==> src/rtl/wdt_guard_pkg.sv <==
package wdt_guard_pkg;
    localparam int KEY_W  = 8;
    localparam int MODE_W = 3;

    localparam logic [KEY_W-1:0]  KEY_ARM  = 8'h5A;
    localparam logic [KEY_W-1:0]  KEY_FIRE = 8'hA5;
    localparam logic [MODE_W-1:0] MODE_BAD = 3'b111;

    typedef enum logic {
        SEL_CTL  = 1'b0,
        SEL_MODE = 1'b1
    } wsel_e;

    // key tracker state: expected-byte pointer and "first byte matched" flag
    typedef struct packed {
        logic ptr;
        logic armed;
    } key_st_t;
endpackage

==> src/rtl/wdt_key_seq.sv <==
module wdt_key_seq
    import wdt_guard_pkg::*;
(
    input  logic             clk,
    input  logic             rst_n,
    input  logic             ctl_wr,
    input  logic [KEY_W-1:0] wr_data,
    input  logic             ovf,
    output logic             key_ok
);
    key_st_t key_d, key_q;

    always_comb begin
        key_d  = key_q;
        key_ok = 1'b0;
        if (ctl_wr) begin
            if (!key_q.ptr) begin
                key_d.armed = (wr_data == KEY_ARM);
            end else begin
                key_ok      = key_q.armed && (wr_data == KEY_FIRE);
                key_d.armed = 1'b0;
            end
            key_d.ptr = ~key_q.ptr;
        end
        // a timeout abandons any half-entered key
        if (ovf) begin
            key_d.ptr   = 1'b0;
            key_d.armed = 1'b0;
        end
    end

    always_ff @(posedge clk or negedge rst_n) begin
        if (!rst_n) key_q <= '0;
        else        key_q <= key_d;
    end

    // pointer back to 0 after a timeout
    p_ovf_ptr_r9: assert property (@(posedge clk) disable iff (!rst_n)
        ovf |=> !key_q.ptr);

    // every control write flips the pointer unless a timeout overrides it
    p_toggle_r7: assert property (@(posedge clk) disable iff (!rst_n)
        (ctl_wr && !ovf) |=> (key_q.ptr != $past(key_q.ptr)));

    // a completed key leaves nothing armed
    p_disarm_r6: assert property (@(posedge clk) disable iff (!rst_n)
        key_ok |=> (!key_q.armed && !key_q.ptr));
endmodule

==> src/rtl/wdt_mode_reg.sv <==
module wdt_mode_reg
    import wdt_guard_pkg::*;
#(
    parameter int              TBASE_LOG2 = 5,
    parameter int              LONG_STEP  = 2,
    parameter int              SHORT_A    = 6,
    parameter int              SHORT_B    = 8,
    parameter int              SHORT_C    = 16,
    parameter int              CNT_W      = 12,
    parameter logic [MODE_W-1:0] RST_MODE = 3'b000
) (
    input  logic              clk,
    input  logic              rst_n,
    input  logic              mode_wr,
    input  logic [MODE_W-1:0] mode_in,
    output logic [CNT_W-1:0]  term
);
    localparam int N_CODES = 1 << MODE_W;
    localparam int N_LONG  = 4;

    logic [MODE_W-1:0] mode_d, mode_q;
    logic [CNT_W-1:0]  lut [N_CODES];

    for (genvar g = 0; g < N_CODES; g++) begin : g_lut
        if (g < N_LONG) begin : g_long
            localparam int TV = 1 << (TBASE_LOG2 + g * LONG_STEP);
            assign lut[g] = CNT_W'(TV);
        end else if (g == N_LONG) begin : g_sa
            assign lut[g] = CNT_W'(SHORT_A);
        end else if (g == N_LONG + 1) begin : g_sb
            assign lut[g] = CNT_W'(SHORT_B);
        end else if (g == N_LONG + 2) begin : g_sc
            assign lut[g] = CNT_W'(SHORT_C);
        end else begin : g_bad
            assign lut[g] = '1;
        end
    end

    always_comb begin
        mode_d = mode_q;
        if (mode_wr && (mode_in != MODE_BAD)) mode_d = mode_in;
    end

    always_ff @(posedge clk or negedge rst_n) begin
        if (!rst_n) mode_q <= RST_MODE;
        else        mode_q <= mode_d;
    end

    assign term = lut[mode_q];

    // the prohibited code never lands in the register
    p_mode_legal_r5: assert property (@(posedge clk) disable iff (!rst_n)
        mode_q != MODE_BAD);

    // writing the prohibited code leaves the mode untouched
    p_mode_keep_r5: assert property (@(posedge clk) disable iff (!rst_n)
        (mode_wr && mode_in == MODE_BAD) |=> $stable(mode_q));
endmodule

==> src/rtl/wdt_escalate.sv <==
module wdt_escalate #(
    parameter int CNT_W = 12
) (
    input  logic             clk,
    input  logic             rst_n,
    input  logic             tick_en,
    input  logic             key_ok,
    input  logic [CNT_W-1:0] term,
    output logic             ovf,
    output logic             warn_irq,
    output logic             rst_req
);
    typedef struct packed {
        logic [CNT_W-1:0] cnt;
        logic             warned;
        logic             irq;
        logic             rreq;
    } esc_st_t;

    esc_st_t          esc_d, esc_q;
    logic [CNT_W-1:0] cnt_inc;

    always_comb begin
        esc_d     = esc_q;
        esc_d.irq = 1'b0;
        ovf       = 1'b0;
        cnt_inc   = esc_q.cnt + 1'b1;
        if (key_ok) begin
            esc_d.cnt    = '0;
            esc_d.warned = 1'b0;
        end else if (tick_en) begin
            if (cnt_inc >= term) begin
                ovf       = 1'b1;
                esc_d.cnt = '0;
                if (!esc_q.warned) begin
                    esc_d.warned = 1'b1;
                    esc_d.irq    = 1'b1;
                end else begin
                    esc_d.rreq = 1'b1;
                end
            end else begin
                esc_d.cnt = cnt_inc;
            end
        end
    end

    always_ff @(posedge clk or negedge rst_n) begin
        if (!rst_n) esc_q <= '0;
        else        esc_q <= esc_d;
    end

    assign warn_irq = esc_q.irq;
    assign rst_req  = esc_q.rreq;

    // no accepted tick and no clear -> count holds
    p_idle_hold_r2: assert property (@(posedge clk) disable iff (!rst_n)
        (!tick_en && !key_ok) |=> $stable(esc_q.cnt));

    // the warning is a single-cycle pulse
    p_irq_pulse_r3: assert property (@(posedge clk) disable iff (!rst_n)
        warn_irq |=> !warn_irq);

    // a valid key empties the counter and the pending warning
    p_clear_r6: assert property (@(posedge clk) disable iff (!rst_n)
        key_ok |=> (esc_q.cnt == '0 && !esc_q.warned));

    // reset request is sticky
    p_rst_sticky_r8: assert property (@(posedge clk) disable iff (!rst_n)
        rst_req |=> rst_req);

    // a reset request is only reached through a prior warning
    p_rst_after_warn_r8: assert property (@(posedge clk) disable iff (!rst_n)
        $rose(rst_req) |-> esc_q.warned);
endmodule

==> src/rtl/wdt_guard.sv <==
module wdt_guard
    import wdt_guard_pkg::*;
#(
    parameter int                TBASE_LOG2 = 5,
    parameter int                LONG_STEP  = 2,
    parameter int                SHORT_A    = 6,
    parameter int                SHORT_B    = 8,
    parameter int                SHORT_C    = 16,
    parameter logic [MODE_W-1:0] RST_MODE   = 3'b000
) (
    input  logic             clk,
    input  logic             rst_n,
    input  logic             slow_ready,
    input  logic             tick,
    input  logic             wr_en,
    input  logic             wr_sel,
    input  logic [KEY_W-1:0] wr_data,
    output logic             warn_irq,
    output logic             rst_req
);
    localparam int MAX_TERM = 1 << (TBASE_LOG2 + (4 - 1) * LONG_STEP);
    localparam int CNT_W    = $clog2(MAX_TERM + 1);

    logic             tick_en;
    logic             ctl_wr;
    logic             mode_wr;
    logic             key_ok;
    logic             ovf;
    logic [CNT_W-1:0] term;

    assign tick_en = tick && slow_ready;
    assign ctl_wr  = wr_en && (wsel_e'(wr_sel) == SEL_CTL);
    assign mode_wr = wr_en && (wsel_e'(wr_sel) == SEL_MODE);

    wdt_key_seq u_key (
        .clk     (clk),
        .rst_n   (rst_n),
        .ctl_wr  (ctl_wr),
        .wr_data (wr_data),
        .ovf     (ovf),
        .key_ok  (key_ok)
    );

    wdt_mode_reg #(
        .TBASE_LOG2 (TBASE_LOG2),
        .LONG_STEP  (LONG_STEP),
        .SHORT_A    (SHORT_A),
        .SHORT_B    (SHORT_B),
        .SHORT_C    (SHORT_C),
        .CNT_W      (CNT_W),
        .RST_MODE   (RST_MODE)
    ) u_mode (
        .clk     (clk),
        .rst_n   (rst_n),
        .mode_wr (mode_wr),
        .mode_in (wr_data[MODE_W-1:0]),
        .term    (term)
    );

    wdt_escalate #(
        .CNT_W (CNT_W)
    ) u_esc (
        .clk      (clk),
        .rst_n    (rst_n),
        .tick_en  (tick_en),
        .key_ok   (key_ok),
        .term     (term),
        .ovf      (ovf),
        .warn_irq (warn_irq),
        .rst_req  (rst_req)
    );

    // a clear and a timeout never coincide
    p_clear_beats_ovf_r11: assert property (@(posedge clk) disable iff (!rst_n)
        key_ok |-> !ovf);

    // outputs quiet in the first cycle after reset release
    p_quiet_start_r1: assert property (@(posedge clk) disable iff (!rst_n)
        $rose(rst_n) |-> (!warn_irq && !rst_req));
endmodule

==> config.mk <==
export PLATFORM = sky130hd
export DESIGN_NAME = wdt_guard
export DESIGN_NICKNAME = d
export VERILOG_FILES = /design/src/rtl/wdt_guard_pkg.sv /design/src/rtl/wdt_key_seq.sv /design/src/rtl/wdt_mode_reg.sv /design/src/rtl/wdt_escalate.sv /design/src/rtl/wdt_guard.sv
export SDC_FILE = /design/constraint.sdc
export NUM_CORES = 1
export LEC_CHECK = 0
export CAP_MARGIN = 25
export CORE_MARGIN = 8
export CORE_UTILIZATION = 65
export CTS_BUF_LIST = sky130_fd_sc_hd__clkbuf_2 sky130_fd_sc_hd__clkbuf_4 sky130_fd_sc_hd__clkbuf_8
export CTS_CLUSTER_SIZE = 8
export DETAILED_ROUTE_END_ITERATION = 10
export DONT_BUFFER_PORTS = 1
export GPL_ROUTABILITY_DRIVEN = 0
export PLACE_DENSITY = 0.81
export SLEW_MARGIN = 25
export SYNTH_ARGS = -nofsm -noshare
export SYNTH_HDL_FRONTEND = slang
export SYNTH_SLANG_ARGS = --single-unit
==> constraint.sdc <==
create_clock -name clk -period 3.7 [get_ports clk]
set_clock_uncertainty 0.15 [all_clocks]
set_input_delay 0.555 -clock clk [delete_from_list [all_inputs] [get_ports clk]]
set_output_delay 0.555 -clock clk [all_outputs]
set_load 0.1 [all_outputs]
==> results.cfg <==
[run_status]
outcome = finished, final reports clean

[setup_path]
worst_setup_path_end_kind = flop
critPathTopFamily = simple AND/OR/NAND/NOR gates
critical-path-max-stage-delay_ns = 0.52
worstSetupStartpointType = flop
critical_path.slowest_cell = sky130_fd_sc_hd__a22oi_1
criticalPathCategory = reg -> reg
worst-endpoint-arrival_ns = 3.31
worst_r2r_path_depth = 12
timing.critical_path.cells = ha_1, nand3_1, nor3_1, xnor2_1, inv_1, ha_1, nand4_1, nor3_1, a22oi_1, nand4_1, buf_4, o31ai_1
critical_path.max_fanout = 11
regToRegEndpoint = u_esc.esc_q[6]
regToRegSetupSlack_ns = 0.46
critical_path_rt_ns = 3.77
rr_startpoint = u_esc.esc_q[3]
critPathBufInv = 2

[clock_tree]
cts_repair_resize_count = 0
cts_tree = yes
max-clock-path-buffers = 2
tritoncts.num_buffers = 3
cts-root-buf = sky130_fd_sc_hd__clkbuf_4
htree_levels = 1
cts.sink_count = 20
clk_latency_ns = 0.31
clk_transition_reported_paths_ns = 0.12

[synth]
synth.net_count = 195
synth_top_cell_area_share_pct = 35.03
synth-seq-cells = 20
synth.yosys.seq_area_share_pct = 35.03
synthTopCellsByArea = sky130_fd_sc_hd__dfrtp_1 35%, sky130_fd_sc_hd__ha_1 15%, sky130_fd_sc_hd__nand2_1 5.8%
synth.avg_cell_area_um2 = 8.713
postSynthCellCount = 164
synthesis.yosys.warnings = 0
yosysUniqueCellTypes = 36
syn-cell-area_um2 = 1429
biggest_area_consumer_among_synthesized_cells = sky130_fd_sc_hd__dfrtp_1

[timing]
fmax_mhz = 308.7
final_hold_viol_count = 0
tightestPinTransition_ns = 0.9037
tns_ns = 0
slew_violations = 0
grt_setup_unrepaired = no
timing.final.ws_setup_ns = 0.4611
worst_hold_slack_ns = 0.02347
setup_viol_count_final = 0
relSlewSlack_pct = 39.79
final.period_utilization_pct = 87.54
period_needed_ns = 3.239

[hold_path]
min_path_type = in -> async

[routing]
initialDrtViolationCount = 36
drt_pass1_iterations = 5
avgViaCountPerCell = 6.092
post_drt_wl_per_cell_um = 15.05
remaining_drc_errors = 0
drtAntennaViolNets = 0
route.final.wire_length_um = 2949
via_count = 1194

[global_routing]
grt_antenna_before_repair = 0
grt_pass1_vias = 1131
grt.overflow.total = 0
grt_first_pass_wirelength_um = 4995
gr-usage-all-layers_pct = 15.38
grt_max_degree = 21

[pwr]
vdd_ir_drop_max_mv = 0.5435
leakage_nw = 0.6855
power.total_w = 0.0008946
pwr_density_cell_nw_per_um2 = 595.4

[placed_design]
detailed_place_hpwl_um = 2278
portBuffers = 0
pre_cts_slack_ns = 0.1504

[floorplan]
die_w_um = 62.89
rows = 17
fp.coreArea_um2 = 2148
die_h_um = 62.89
floorplan.initialDensity_pct = 66.51
top_level_ports = 16
floorplan.die_area_um2 = 3955

[finish]
nets = 200
syn2layout_area_growth_pct = 5.166
antenna-diode-count = 0
fraction_of_final_layout_cells_with_drive_strength_greater_than_1_pct = 4.762

[job]
max_cap_viol_count = 0
==> registers in the layout, summed over array words and instances, names as in the netlist <==
name / count
u_esc.warn_irq: 1
u_esc.esc_q: 13
u_esc.rst_req: 1
u_key.key_q: 2
u_mode.mode_q: 3
==> cell usage in the layout (no fill, tap or decap), types with 3 or more instances in the layout <==
cell and n:
sky130_fd_sc_hd__nand4b_1 3, sky130_fd_sc_hd__clkbuf_4 3, sky130_fd_sc_hd__xnor2_1 4, sky130_fd_sc_hd__nor2_1 9, sky130_fd_sc_hd__inv_1 12, sky130_fd_sc_hd__dfrtp_1 20, sky130_fd_sc_hd__o21ai_0 4, sky130_fd_sc_hd__ha_1 17
sky130_fd_sc_hd__nand2_1 22, sky130_fd_sc_hd__nor3_1 5, sky130_fd_sc_hd__nand2b_1 4, sky130_fd_sc_hd__xor2_1 4, sky130_fd_sc_hd__a32oi_1 3, sky130_fd_sc_hd__nor4_1 3, sky130_fd_sc_hd__a21oi_1 11, sky130_fd_sc_hd__o21ai_1 8
sky130_fd_sc_hd__nand3_1 5, sky130_fd_sc_hd__a21o_1 4, sky130_fd_sc_hd__nand4_1 3
==> Yosys cell counts <==
| cell type | number |
|---|---|
| sky130_fd_sc_hd__buf_4 | 1 |
| sky130_fd_sc_hd__a21oi_1 | 11 |
| sky130_fd_sc_hd__nor3_1 | 5 |
| sky130_fd_sc_hd__nor2b_1 | 1 |
| sky130_fd_sc_hd__o22ai_1 | 1 |
| sky130_fd_sc_hd__or3_1 | 2 |
| sky130_fd_sc_hd__buf_2 | 2 |
| sky130_fd_sc_hd__a22oi_1 | 1 |
| sky130_fd_sc_hd__ha_1 | 17 |
| sky130_fd_sc_hd__xor2_1 | 4 |
| sky130_fd_sc_hd__o21ai_0 | 4 |
| sky130_fd_sc_hd__and3_4 | 1 |
| sky130_fd_sc_hd__o22a_1 | 2 |
| sky130_fd_sc_hd__o31ai_1 | 1 |
| sky130_fd_sc_hd__and3_1 | 1 |
| sky130_fd_sc_hd__nand4_1 | 3 |
| sky130_fd_sc_hd__a2111oi_0 | 1 |
| sky130_fd_sc_hd__xnor2_1 | 4 |
| sky130_fd_sc_hd__a21o_1 | 4 |
| sky130_fd_sc_hd__or4_1 | 1 |
| sky130_fd_sc_hd__nor4bb_1 | 1 |
| sky130_fd_sc_hd__or4b_1 | 1 |
| sky130_fd_sc_hd__nand4b_1 | 3 |
| sky130_fd_sc_hd__nor4_1 | 3 |
| sky130_fd_sc_hd__nand2_1 | 22 |
| sky130_fd_sc_hd__o21ai_1 | 8 |
| sky130_fd_sc_hd__o211ai_1 | 2 |
| sky130_fd_sc_hd__nand3_1 | 5 |
| sky130_fd_sc_hd__a41oi_1 | 1 |
| sky130_fd_sc_hd__nor2_1 | 9 |
| sky130_fd_sc_hd__nor3b_1 | 2 |
| sky130_fd_sc_hd__a32oi_1 | 3 |
| sky130_fd_sc_hd__dfrtp_1 | 20 |
| sky130_fd_sc_hd__inv_1 | 12 |
| sky130_fd_sc_hd__nand2b_1 | 4 |
| sky130_fd_sc_hd__and2_0 | 1 |
==> kinds of logic (layout without fill, tap and decap cells) <==
logic type,after synthesis,count (layout),share of synthesized area (%)
compound gates,39,39,16.99
simple gates,65,65,23.82
buf+inv,15,19,4.378
flops,20,20,35.03
fa+ha+maj,17,17,14.89
xor+xnor,8,8,4.903
==> through the flow <==
step	area [µm²]	cells	utilization [%]
CTS	1500	195	69.83
global route	1503	196	69.95
detailed placement	1454	190	67.68
floorplan	1429	164	-
global placement	1454	190	67.68
finish	1503	196	69.95
==> per-layer routing <==
metal / GRT usage (%) / vias up / part of all wire (%)
li1: - / 600 / -
met1: 18.65 / 544 / 44
met2: 26.12 / 42 / 47
met3: 3.584 / 8 / 7.1
met4: 4.558 / 0 / 2.1
met5: 0 / - / 0
==> power breakdown <==
| group | leakage [nW] | internal [W] | switching [W] | total [W] |
|---|---|---|---|---|
| registers | 0.240 | 0.000277 | 0.000117 | 0.000393 |
| logic | 0.424 | 0.000168 | 0.000201 | 0.000369 |
| clock network | 0.0210 | 0.0000601 | 0.0000724 | 0.000132 |
==> timing repair <==
item,in CTS,in global routing
hold endpoints to repair,20,0
endpoints found under the setup margin,0,11
hold buffers,1,0
setup buffers,0,1
==> worst max-delay path by stage <==
stage	end	depth (start not counted)	slack, ns	startpoint
after detailed placement	u_esc.esc_q[6]	11	0.15	u_esc.esc_q[3]
after floorplan	u_esc.esc_q[10]	12	0.79	u_esc.esc_q[3]
after global routing	u_esc.esc_q[8]	11	0.14	u_esc.esc_q[3]
after global placement	u_esc.esc_q[6]	11	0.26	u_esc.esc_q[3]
after CTS	u_esc.esc_q[6]	11	0.12	u_esc.esc_q[3]
final	u_esc.esc_q[6]	12	0.46	u_esc.esc_q[3]
==> layout make-up <==
| cell class | instances | area, µm² |
|---|---|---|
| inverter | 12 | 45.04 |
| tap | 28 | 35.03 |
| clock buffer | 4 | 36.28 |
| fill | 170 | 645.6 |
| multi-input combinational | 129 | 865.8 |
| sequential | 20 | 500.5 |
| timing repair buffer | 3 | 20.02 |
No activity file was read; power rests on OpenSTA's default activity.
